==> config.mk <==
export PLATFORM = sky130hd
export DESIGN_NAME = mdio_mgmt
export DESIGN_NICKNAME = d
export VERILOG_FILES = /design/src/rtl/mdio_pkg.sv /design/src/rtl/mdio_regs.sv /design/src/rtl/mdio_clkgen.sv /design/src/rtl/mdio_shifter.sv /design/src/rtl/mdio_mgmt.sv
export SDC_FILE = /design/constraint.sdc
export NUM_CORES = 1
export LEC_CHECK = 0
export ABC_CLOCK_PERIOD_IN_PS = 4900
export BUFFER_PORTS_ARGS = -buffer_cell sky130_fd_sc_hd__buf_2
export CAP_MARGIN = 20
export CORE_MARGIN = 4
export CORE_UTILIZATION = 40
export DETAILED_ROUTE_END_ITERATION = 8
export GPL_TIMING_DRIVEN = 0
export PLACE_DENSITY = 0.66
export SLEW_MARGIN = 15
export SYNTH_ARGS = -nofsm -noshare
export SYNTH_HDL_FRONTEND = slang
export SYNTH_HIERARCHICAL = 1
export SYNTH_SLANG_ARGS = --single-unit
==> constraint.sdc <==
create_clock -name clk -period 4.9 [get_ports clk]
set_clock_uncertainty 0.05 [all_clocks]
set_input_delay 1.225 -clock clk [delete_from_list [all_inputs] [get_ports clk]]
set_output_delay 1.225 -clock clk [all_outputs]
set_load 0.02 [all_outputs]
==> src/rtl/mdio_pkg.sv <==
package mdio_pkg;

    localparam int FRAME_LEN = 64;
    localparam int DATA_BITS = 16;
    localparam int IDX_W     = $clog2(FRAME_LEN);
    localparam int REG_AW    = 3;

    localparam logic [IDX_W-1:0] IDX_LAST = IDX_W'(FRAME_LEN - 1);
    localparam logic [IDX_W-1:0] IDX_TA   = IDX_W'(46);
    localparam logic [IDX_W-1:0] IDX_DATA = IDX_W'(48);

    typedef enum logic [REG_AW-1:0] {
        SEL_CMD   = 3'd0,
        SEL_ADDR  = 3'd1,
        SEL_WDATA = 3'd2,
        SEL_RDATA = 3'd3,
        SEL_CFG   = 3'd4,
        SEL_STAT  = 3'd5
    } reg_sel_e;

    typedef struct packed {
        logic                 wr;
        logic [4:0]           phy;
        logic [4:0]           regn;
        logic [DATA_BITS-1:0] wdata;
    } mgmt_req_t;

    typedef struct packed {
        logic oe;
        logic o;
    } pin_t;

    // Value and drive of MDIO for one bit slot of a clause-22 frame.
    function automatic pin_t frame_pin(input logic [IDX_W-1:0] idx, input mgmt_req_t r);
        pin_t p;
        int   k;
        k    = int'(idx);
        p.oe = 1'b1;
        p.o  = 1'b1;
        if (k < 32)       p.o = 1'b1;
        else if (k == 32) p.o = 1'b0;
        else if (k == 33) p.o = 1'b1;
        else if (k == 34) p.o = ~r.wr;
        else if (k == 35) p.o = r.wr;
        else if (k <= 40) p.o = r.phy[3'(40 - k)];
        else if (k <= 45) p.o = r.regn[3'(45 - k)];
        else if (!r.wr) begin
            p.oe = 1'b0;
            p.o  = 1'b0;
        end
        else if (k == 46) p.o = 1'b1;
        else if (k == 47) p.o = 1'b0;
        else              p.o = r.wdata[4'(63 - k)];
        return p;
    endfunction

endpackage

==> src/rtl/mdio_regs.sv <==
module mdio_regs
    import mdio_pkg::*;
#(
    parameter int               DW      = 32,
    parameter int               DIV_W   = 4,
    parameter int               DIV_LSB = 2,
    parameter logic [DIV_W-1:0] DIV_RST = 13
) (
    input  logic                 clk,
    input  logic                 rst,
    input  logic                 we,
    input  logic [REG_AW-1:0]    addr,
    input  logic [DW-1:0]        wdata,
    output logic [DW-1:0]        rdata,
    input  logic                 busy,
    input  logic                 rd_done,
    input  logic [DATA_BITS-1:0] rd_val,
    output mgmt_req_t            req,
    output logic [DIV_W-1:0]     div,
    output logic                 start
);
    localparam int DIV_MSB = DIV_LSB + DIV_W - 1;

    logic                 go_q, dir_q, armed_q;
    logic [4:0]           phy_q, reg_q;
    logic [DATA_BITS-1:0] wd_q, rd_q;
    logic [DIV_W-1:0]     div_q;

    assign start = go_q & armed_q & ~busy;
    assign req   = '{wr: dir_q, phy: phy_q, regn: reg_q, wdata: wd_q};
    assign div   = div_q;

    always_ff @(posedge clk) begin
        if (rst) begin
            go_q    <= 1'b0;
            dir_q   <= 1'b0;
            armed_q <= 1'b1;
            phy_q   <= '0;
            reg_q   <= '0;
            wd_q    <= '0;
            rd_q    <= '0;
            div_q   <= DIV_RST;
        end else begin
            if (start)      armed_q <= 1'b0;
            else if (!go_q) armed_q <= 1'b1;
            if (rd_done) rd_q <= rd_val;
            if (we) begin
                case (reg_sel_e'(addr))
                    SEL_CMD: begin
                        go_q  <= wdata[0];
                        dir_q <= wdata[1];
                    end
                    SEL_ADDR: begin
                        phy_q <= wdata[12:8];
                        reg_q <= wdata[4:0];
                    end
                    SEL_WDATA: wd_q  <= wdata[DATA_BITS-1:0];
                    SEL_CFG:   div_q <= wdata[DIV_MSB:DIV_LSB];
                    default: ;
                endcase
            end
        end
    end

    always_comb begin
        rdata = '0;
        case (reg_sel_e'(addr))
            SEL_CMD:   rdata[1:0] = {dir_q, go_q};
            SEL_ADDR: begin
                rdata[12:8] = phy_q;
                rdata[4:0]  = reg_q;
            end
            SEL_WDATA: rdata[DATA_BITS-1:0] = wd_q;
            SEL_RDATA: rdata[DATA_BITS-1:0] = rd_q;
            SEL_CFG:   rdata[DIV_MSB:DIV_LSB] = div_q;
            SEL_STAT:  rdata[0] = busy;
            default: ;
        endcase
    end


    rdata_hold_chk: assert property (@(posedge clk) disable iff (rst)
        busy && $past(busy) |-> $stable(rd_q));

endmodule

==> src/rtl/mdio_clkgen.sv <==
module mdio_clkgen #(
    parameter int DIV_W = 4
) (
    input  logic             clk,
    input  logic             rst,
    input  logic             load,
    input  logic [DIV_W-1:0] div_in,
    input  logic             run,
    output logic             phase,
    output logic             half_end
);
    logic [DIV_W-1:0] half_q, tick_q;
    logic             phase_q;

    assign half_end = run & (tick_q == half_q);
    assign phase    = phase_q;

    always_ff @(posedge clk) begin
        if (rst) begin
            half_q  <= '0;
            tick_q  <= '0;
            phase_q <= 1'b0;
        end else if (load) begin
            half_q  <= div_in;
            tick_q  <= '0;
            phase_q <= 1'b0;
        end else if (run) begin
            if (half_end) begin
                tick_q  <= '0;
                phase_q <= ~phase_q;
            end else begin
                tick_q  <= tick_q + 1'b1;
            end
        end
    end


    half_steady_chk: assert property (@(posedge clk) disable iff (rst)
        run && $past(run) && !$past(half_end) && !$past(load) |-> $stable(phase));

endmodule

==> src/rtl/mdio_shifter.sv <==
module mdio_shifter
    import mdio_pkg::*;
(
    input  logic                 clk,
    input  logic                 rst,
    input  logic                 start,
    input  mgmt_req_t            req,
    input  logic                 half_end,
    input  logic                 phase,
    input  logic                 mdio_i,
    output logic                 busy,
    output pin_t                 pin,
    output logic                 rd_done,
    output logic [DATA_BITS-1:0] rd_val
);
    logic                 busy_q;
    logic [IDX_W-1:0]     bit_q;
    mgmt_req_t            req_q;
    logic [DATA_BITS-1:0] sh_q;
    logic                 last;

    assign busy    = busy_q;
    assign last    = busy_q & half_end & phase & (bit_q == IDX_LAST);
    assign rd_done = last & ~req_q.wr;
    assign rd_val  = sh_q;
    assign pin     = busy_q ? frame_pin(bit_q, req_q) : '0;

    always_ff @(posedge clk) begin
        if (rst) begin
            busy_q <= 1'b0;
            bit_q  <= '0;
            req_q  <= '0;
            sh_q   <= '0;
        end else if (start) begin
            busy_q <= 1'b1;
            bit_q  <= '0;
            req_q  <= req;
        end else if (busy_q && half_end) begin
            if (!phase) begin
                if (bit_q >= IDX_DATA) sh_q <= {sh_q[DATA_BITS-2:0], mdio_i};
            end else if (bit_q == IDX_LAST) begin
                busy_q <= 1'b0;
            end else begin
                bit_q <= bit_q + 1'b1;
            end
        end
    end


    frame_end_chk: assert property (@(posedge clk) disable iff (rst)
        $fell(busy_q) |-> ($past(bit_q) == IDX_LAST) && $past(phase));


    read_release_chk: assert property (@(posedge clk) disable iff (rst)
        busy_q && !req_q.wr && (bit_q >= IDX_TA) |-> !pin.oe);

endmodule

==> src/rtl/mdio_mgmt.sv <==
module mdio_mgmt
    import mdio_pkg::*;
#(
    parameter int               DW      = 32,
    parameter int               DIV_W   = 4,
    parameter int               DIV_LSB = 2,
    parameter logic [DIV_W-1:0] DIV_RST = 13
) (
    input  logic              clk,
    input  logic              rst,
    input  logic              host_we,
    input  logic [REG_AW-1:0] host_addr,
    input  logic [DW-1:0]     host_wdata,
    output logic [DW-1:0]     host_rdata,
    output logic              mdc,
    output logic              mdio_o,
    output logic              mdio_oe,
    input  logic              mdio_i
);
    mgmt_req_t            req;
    logic [DIV_W-1:0]     div;
    logic                 start, busy, phase, half_end, rd_done;
    logic [DATA_BITS-1:0] rd_val;
    pin_t                 pin;

    mdio_regs #(.DW(DW), .DIV_W(DIV_W), .DIV_LSB(DIV_LSB), .DIV_RST(DIV_RST)) u_regs (
        .clk(clk), .rst(rst), .we(host_we), .addr(host_addr), .wdata(host_wdata),
        .rdata(host_rdata), .busy(busy), .rd_done(rd_done), .rd_val(rd_val),
        .req(req), .div(div), .start(start)
    );

    mdio_clkgen #(.DIV_W(DIV_W)) u_clk (
        .clk(clk), .rst(rst), .load(start), .div_in(div), .run(busy),
        .phase(phase), .half_end(half_end)
    );

    mdio_shifter u_shift (
        .clk(clk), .rst(rst), .start(start), .req(req), .half_end(half_end),
        .phase(phase), .mdio_i(mdio_i), .busy(busy), .pin(pin),
        .rd_done(rd_done), .rd_val(rd_val)
    );

    assign mdc     = phase & busy;
    assign mdio_o  = pin.o;
    assign mdio_oe = pin.oe;


    data_on_low_chk: assert property (@(posedge clk) disable iff (rst)
        busy && $past(busy) && mdio_oe && $past(mdio_oe) && (mdio_o != $past(mdio_o)) |-> !mdc);

endmodule

==> results.md <==
Floorplanning:
- In this run the count of I/O pins placed on the die edge is 74.
- From left edge to right edge, the die measures 121 µm.
- The effective utilization at floorplan is 40.8%.
- The die footprint is 14800 µm².
- In this run the standard cell core region covers 12600 µm².
- The floorplan row count is 41.
- The die is 121 µm tall.

Logic synthesis:
- The fraction of the yosys area taken by sequential cells is 42.0%.
- The flip-flop and latch count after synthesis is 108.
- Summing the areas of all and, or, nand and nor instances in the mapped netlist gives 20.0% of the synthesized area.
- Of the total synthesized cell area, the portion taken by XOR and XNOR cells is under 10%.
- Of all flip-flops after synthesis, the portion carrying an async set or reset was 0%.
- The number of instances in the synthesized netlist is 570.
- The share of the synthesized area in compound gates (AO/OA/AOI/OAI) is 10.0%.
- The mapped netlist covers 5150 µm².
- The post-synthesis average cell area is 9.04 µm².
- The dominant cell type by area after synthesis is sky130_fd_sc_hd__dfxtp_1.
- By area the synthesized netlist is led by sky130_fd_sc_hd__dfxtp_1 (42%), sky130_fd_sc_hd__mux2i_1 (12%), sky130_fd_sc_hd__nand2_1 (7.4%).
- Synthesis instantiated 58 different standard cells from the library.
- The combinational family with the most area after synthesis is simple AND/OR/NAND/NOR gates.
- Yosys mapped a number of flops with a built-in enable equal to 0.
- In the synthesized netlist, mux cells make up around 16% of the area.
- The most used flip-flop cell after synthesis is sky130_fd_sc_hd__dfxtp_1.
- During synthesis, Yosys emitted a total of 6 warnings.
- After Yosys synthesis, full adders, half adders and majority gates account for 1.70% of the synthesized area.
- The share of the synthesized area in the top cell type is around two fifths.

CTS:
- The number of setup buffers added after CTS is 0.
- For this design, the CTS-stage hold fixing added 0 buffers.
- The worst-skew pair later-pin latency is approximately 350 ps.
- For this design, the sink count on the clock tree is 108.
- CTS placed an instance of sky130_fd_sc_hd__clkbuf_16 at the clock tree root.
- The clock tree from TritonCTS is yes.
- The number of instances resized during post-cts repair is 0.
- In this run, CTS created clock tree buffers numbering 9.
- The count of H-tree levels built during CTS is 3.
- The maximum clock path buffer count is 2.
- Clock-pin slew was measured on the worst setup and hold paths at 80 ps.

Finish:
- The fraction of the core area covered by cells at the end of the flow is 46.9%.
- The net total in the final layout is 681.
- The leading cell type in the layout, fill and taps excluded is sky130_fd_sc_hd__dfxtp_1.
- Excluding fillers, the count of instances in the completed layout stands at a little over 800.
- The top cell types in the final layout, fill and taps aside, are sky130_fd_sc_hd__dfxtp_1 (108), sky130_fd_sc_hd__nand2_1 (101), sky130_fd_sc_hd__nor2_1 (72).
- The number of antenna diodes in the final layout is 0.
- The layout cell share with drive strength beyond 1 is 19.2%.
- From synthesis to final layout, the design area changed by 14.8%.

Route:
- In the routed design, unresolved DRC markers number 0.
- The first detailed-routing pass ran for 5 iterations.
- The total via count after detailed routing is 4148.
- The routed metal-1 wire length is between 5000 and 6000 µm.
- The number of violations reported at the end of detailed-routing iteration 0 is 246.
- The detail-routed via count per cell is 5.11.
- The detail route stage leaves a number of antenna-violating nets equal to 0.
- In this run the top signal layer used is met4.
- The detailed-route wire length is 13000 µm.
- Wire segments on met2 add up to 6380 µm in the final route.
- Wire segments on met3 add up to 653 µm in the final route.
- The average wire per cell in the routed design is 16.0 µm.

Worst setup path:
- Setup slack on the worst reg-to-reg path comes out at 2380 ps.
- The required time at the endpoint of the critical path is about 3600 ps.
- The kind of launch point of the worst setup path is a flip-flop.
- The arrival time of the worst setup path is 2700 ps.
- STA classifies the critical path endpoint as an output port.
- In this run the worst setup path begins at u_shift/bit_q[0]$_SDFFE_PP0P_.
- Along the worst path, the maximum fanout reaches 10.
- The startpoint of the worst register-to-register path is u_clk/tick_q[0]$_SDFFE_PP0P_.
- The worst setup path is of the reg -> out kind.
- In this run the critical register-to-register path is captured at u_shift/rd_val[10]$_SDFFE_PP0P_.
- Counting cells, the worst reg-to-reg path comes to 9.

Global route:
- The overall overflow remaining after global route is 0.
- The number of global-route vias before repair came to about 4000.
- Entering global routing, the biggest net connects 21 pins.
- The number of antenna violations at the first check in global routing is 0.
- The first global-routing pass estimated 20500 µm of wire.
- Global routing used 17.9% of the available tracks across all layers.

STA:
- Setup repair after global routing left no endpoint under its margin.
- The relative slew slack is 50.9%.
- The total count of max-transition violations in the final report came to 0.
- The final total negative setup slack is 0 ps.
- The actual transition at the worst max-transition pin is 727 ps.
- The final-report hold violation count is 0.
- The highest clock rate is 252 MHz.
- The number of setup violations in the final report is 0.
- The smallest clock period supported by the final layout is computed as slightly below 4000 ps.
- The part of the cycle the worst path needs is 81.1%.
- The slack of the critical path is a little over 900 ps.

Min path:
- The start point of the worst hold path is u_regs/go_q$_SDFFE_PP0P_.
- The classification of the worst-slack hold path is reg -> reg.
- The number of stages on the worst hold path is 1.
- The end of the worst hold path is u_regs/armed_q$_SDFFE_PP1P_.

Pwr:
- The design draws 1.71 mW.
- The worst voltage drop across the vdd grid is about 180 µV.
- Power spread over the standard cell area amounts to ~290 nW/µm².
- The leakage component of the power is roughly 2.2 nW.

Placed design:
- Counting tap cells, the placed design contains a total of 796 instances.
- The HPWL after detailed placement is 9710 µm.
- At the end of routability-driven placement, the weighted congestion stood at between 0.8 and 0.9.
- In this run the tool buffered the top-level ports with 39 buffer cells.
- The worst setup slack after placement is about 1100 ps.

Run status:
- The flow ran to the end, and the final reports show no timing, DRC or antenna violations.

Job:
- The tool flagged a number of max-cap violations equal to 0.
kinds of logic after synthesis:
| group | after synthesis |
|---|---|
| other | 1 |
| multiplexers | 75 |
| buffers and inverters | 64 |
| flip-flops | 108 |
| AND/OR/NAND/NOR | 220 |
| adder cells (fa/ha/maj) | 7 |
| XOR/XNOR | 11 |
| AO/OA/AOI/OAI | 84 |
per-stage QoR:
step	area [µm²]	hold slack, ps
floorplan	5210	353
global placement	5620	398
detailed placement	5620	400
CTS	5920	423
global route	5920	447
finish	5920	415
area by class of cell:
cell class                      instances  area, µm²
Buffer                                 57        388
Clock buffer                            9        225
Clock inverter                          7       72.6
Fill cell                            1248       6700
Inverter                                7       26.3
Multi-Input combinational cell        413       2630
Sequential cell                       108       2160
Tap cell                              172        215
Timing Repair Buffer                   39        195
cell usage after synthesis (5+ instances only):
library cell               count
sky130_fd_sc_hd__nor2_1       72
sky130_fd_sc_hd__a21oi_1      49
sky130_fd_sc_hd__buf_2        10
sky130_fd_sc_hd__buf_6         9
sky130_fd_sc_hd__ha_1          7
sky130_fd_sc_hd__a22oi_1       8
sky130_fd_sc_hd__dfxtp_1     108
sky130_fd_sc_hd__inv_1         7
sky130_fd_sc_hd__nand2_1     101
sky130_fd_sc_hd__nand4_1       5
sky130_fd_sc_hd__clkbuf_1     12
sky130_fd_sc_hd__mux2i_1      61
sky130_fd_sc_hd__nand3_1       7
sky130_fd_sc_hd__buf_4        22
sky130_fd_sc_hd__xnor2_1       8
sky130_fd_sc_hd__o21ai_0       6
sky130_fd_sc_hd__mux2_2        8
flip-flops by register name, summed over array words and instances, names as in the netlist:
name	count
u_regs/armed_q	1
u_shift/req_q	27
u_shift/rd_val	16
u_clk/phase	1
u_clk/half_q	4
u_regs/phy_q	5
u_regs/div	4
u_shift/busy	1
u_regs/rd_q	16
u_regs/wd_q	16
u_regs/dir_q	1
u_shift/bit_q	6
u_regs/go_q	1
u_regs/reg_q	5
u_clk/tick_q	4
report_power, final:
part / switching, mW / internal [mW] / total [mW]
registers: 0.00768 / 0.884 / 0.892
logic: 0.0726 / 0.0437 / 0.116
clock network: 0.341 / 0.358 / 0.699
total: 0.422 / 1.29 / 1.71
per-layer routing:
layer  global-route usage [%]  vias to the layer above
met5                        0                        -
li1                         -                     2051
met4                     5.25                        0
met1                     23.1                     1981
met3                     2.84                       14
met2                     30.6                      102
worst max-delay path, cell delays in order (launching register included):
cell                       delay (ps)
sky130_fd_sc_hd__dfxtp_1          390
sky130_fd_sc_hd__buf_6            180
sky130_fd_sc_hd__inv_1            130
sky130_fd_sc_hd__ha_1             290
sky130_fd_sc_hd__and4bb_2         310
sky130_fd_sc_hd__o21ai_0          160
sky130_fd_sc_hd__a311oi_1         360
sky130_fd_sc_hd__a221oi_2         130
sky130_fd_sc_hd__a211oi_2         200
sky130_fd_sc_hd__buf_2            190
worst max path at each step:
stage | endpoint | slack, ps | cells past startpoint
after CTS | mdio_o | 940 | 9
final | mdio_o | 920 | 9
after global placement | host_rdata[2] | 1130 | 6
after detailed placement | host_rdata[2] | 1140 | 6
after global routing | mdio_o | 720 | 9
after floorplan | host_rdata[5] | 1420 | 5
Note: power is estimated with default switching activity, not from simulation.
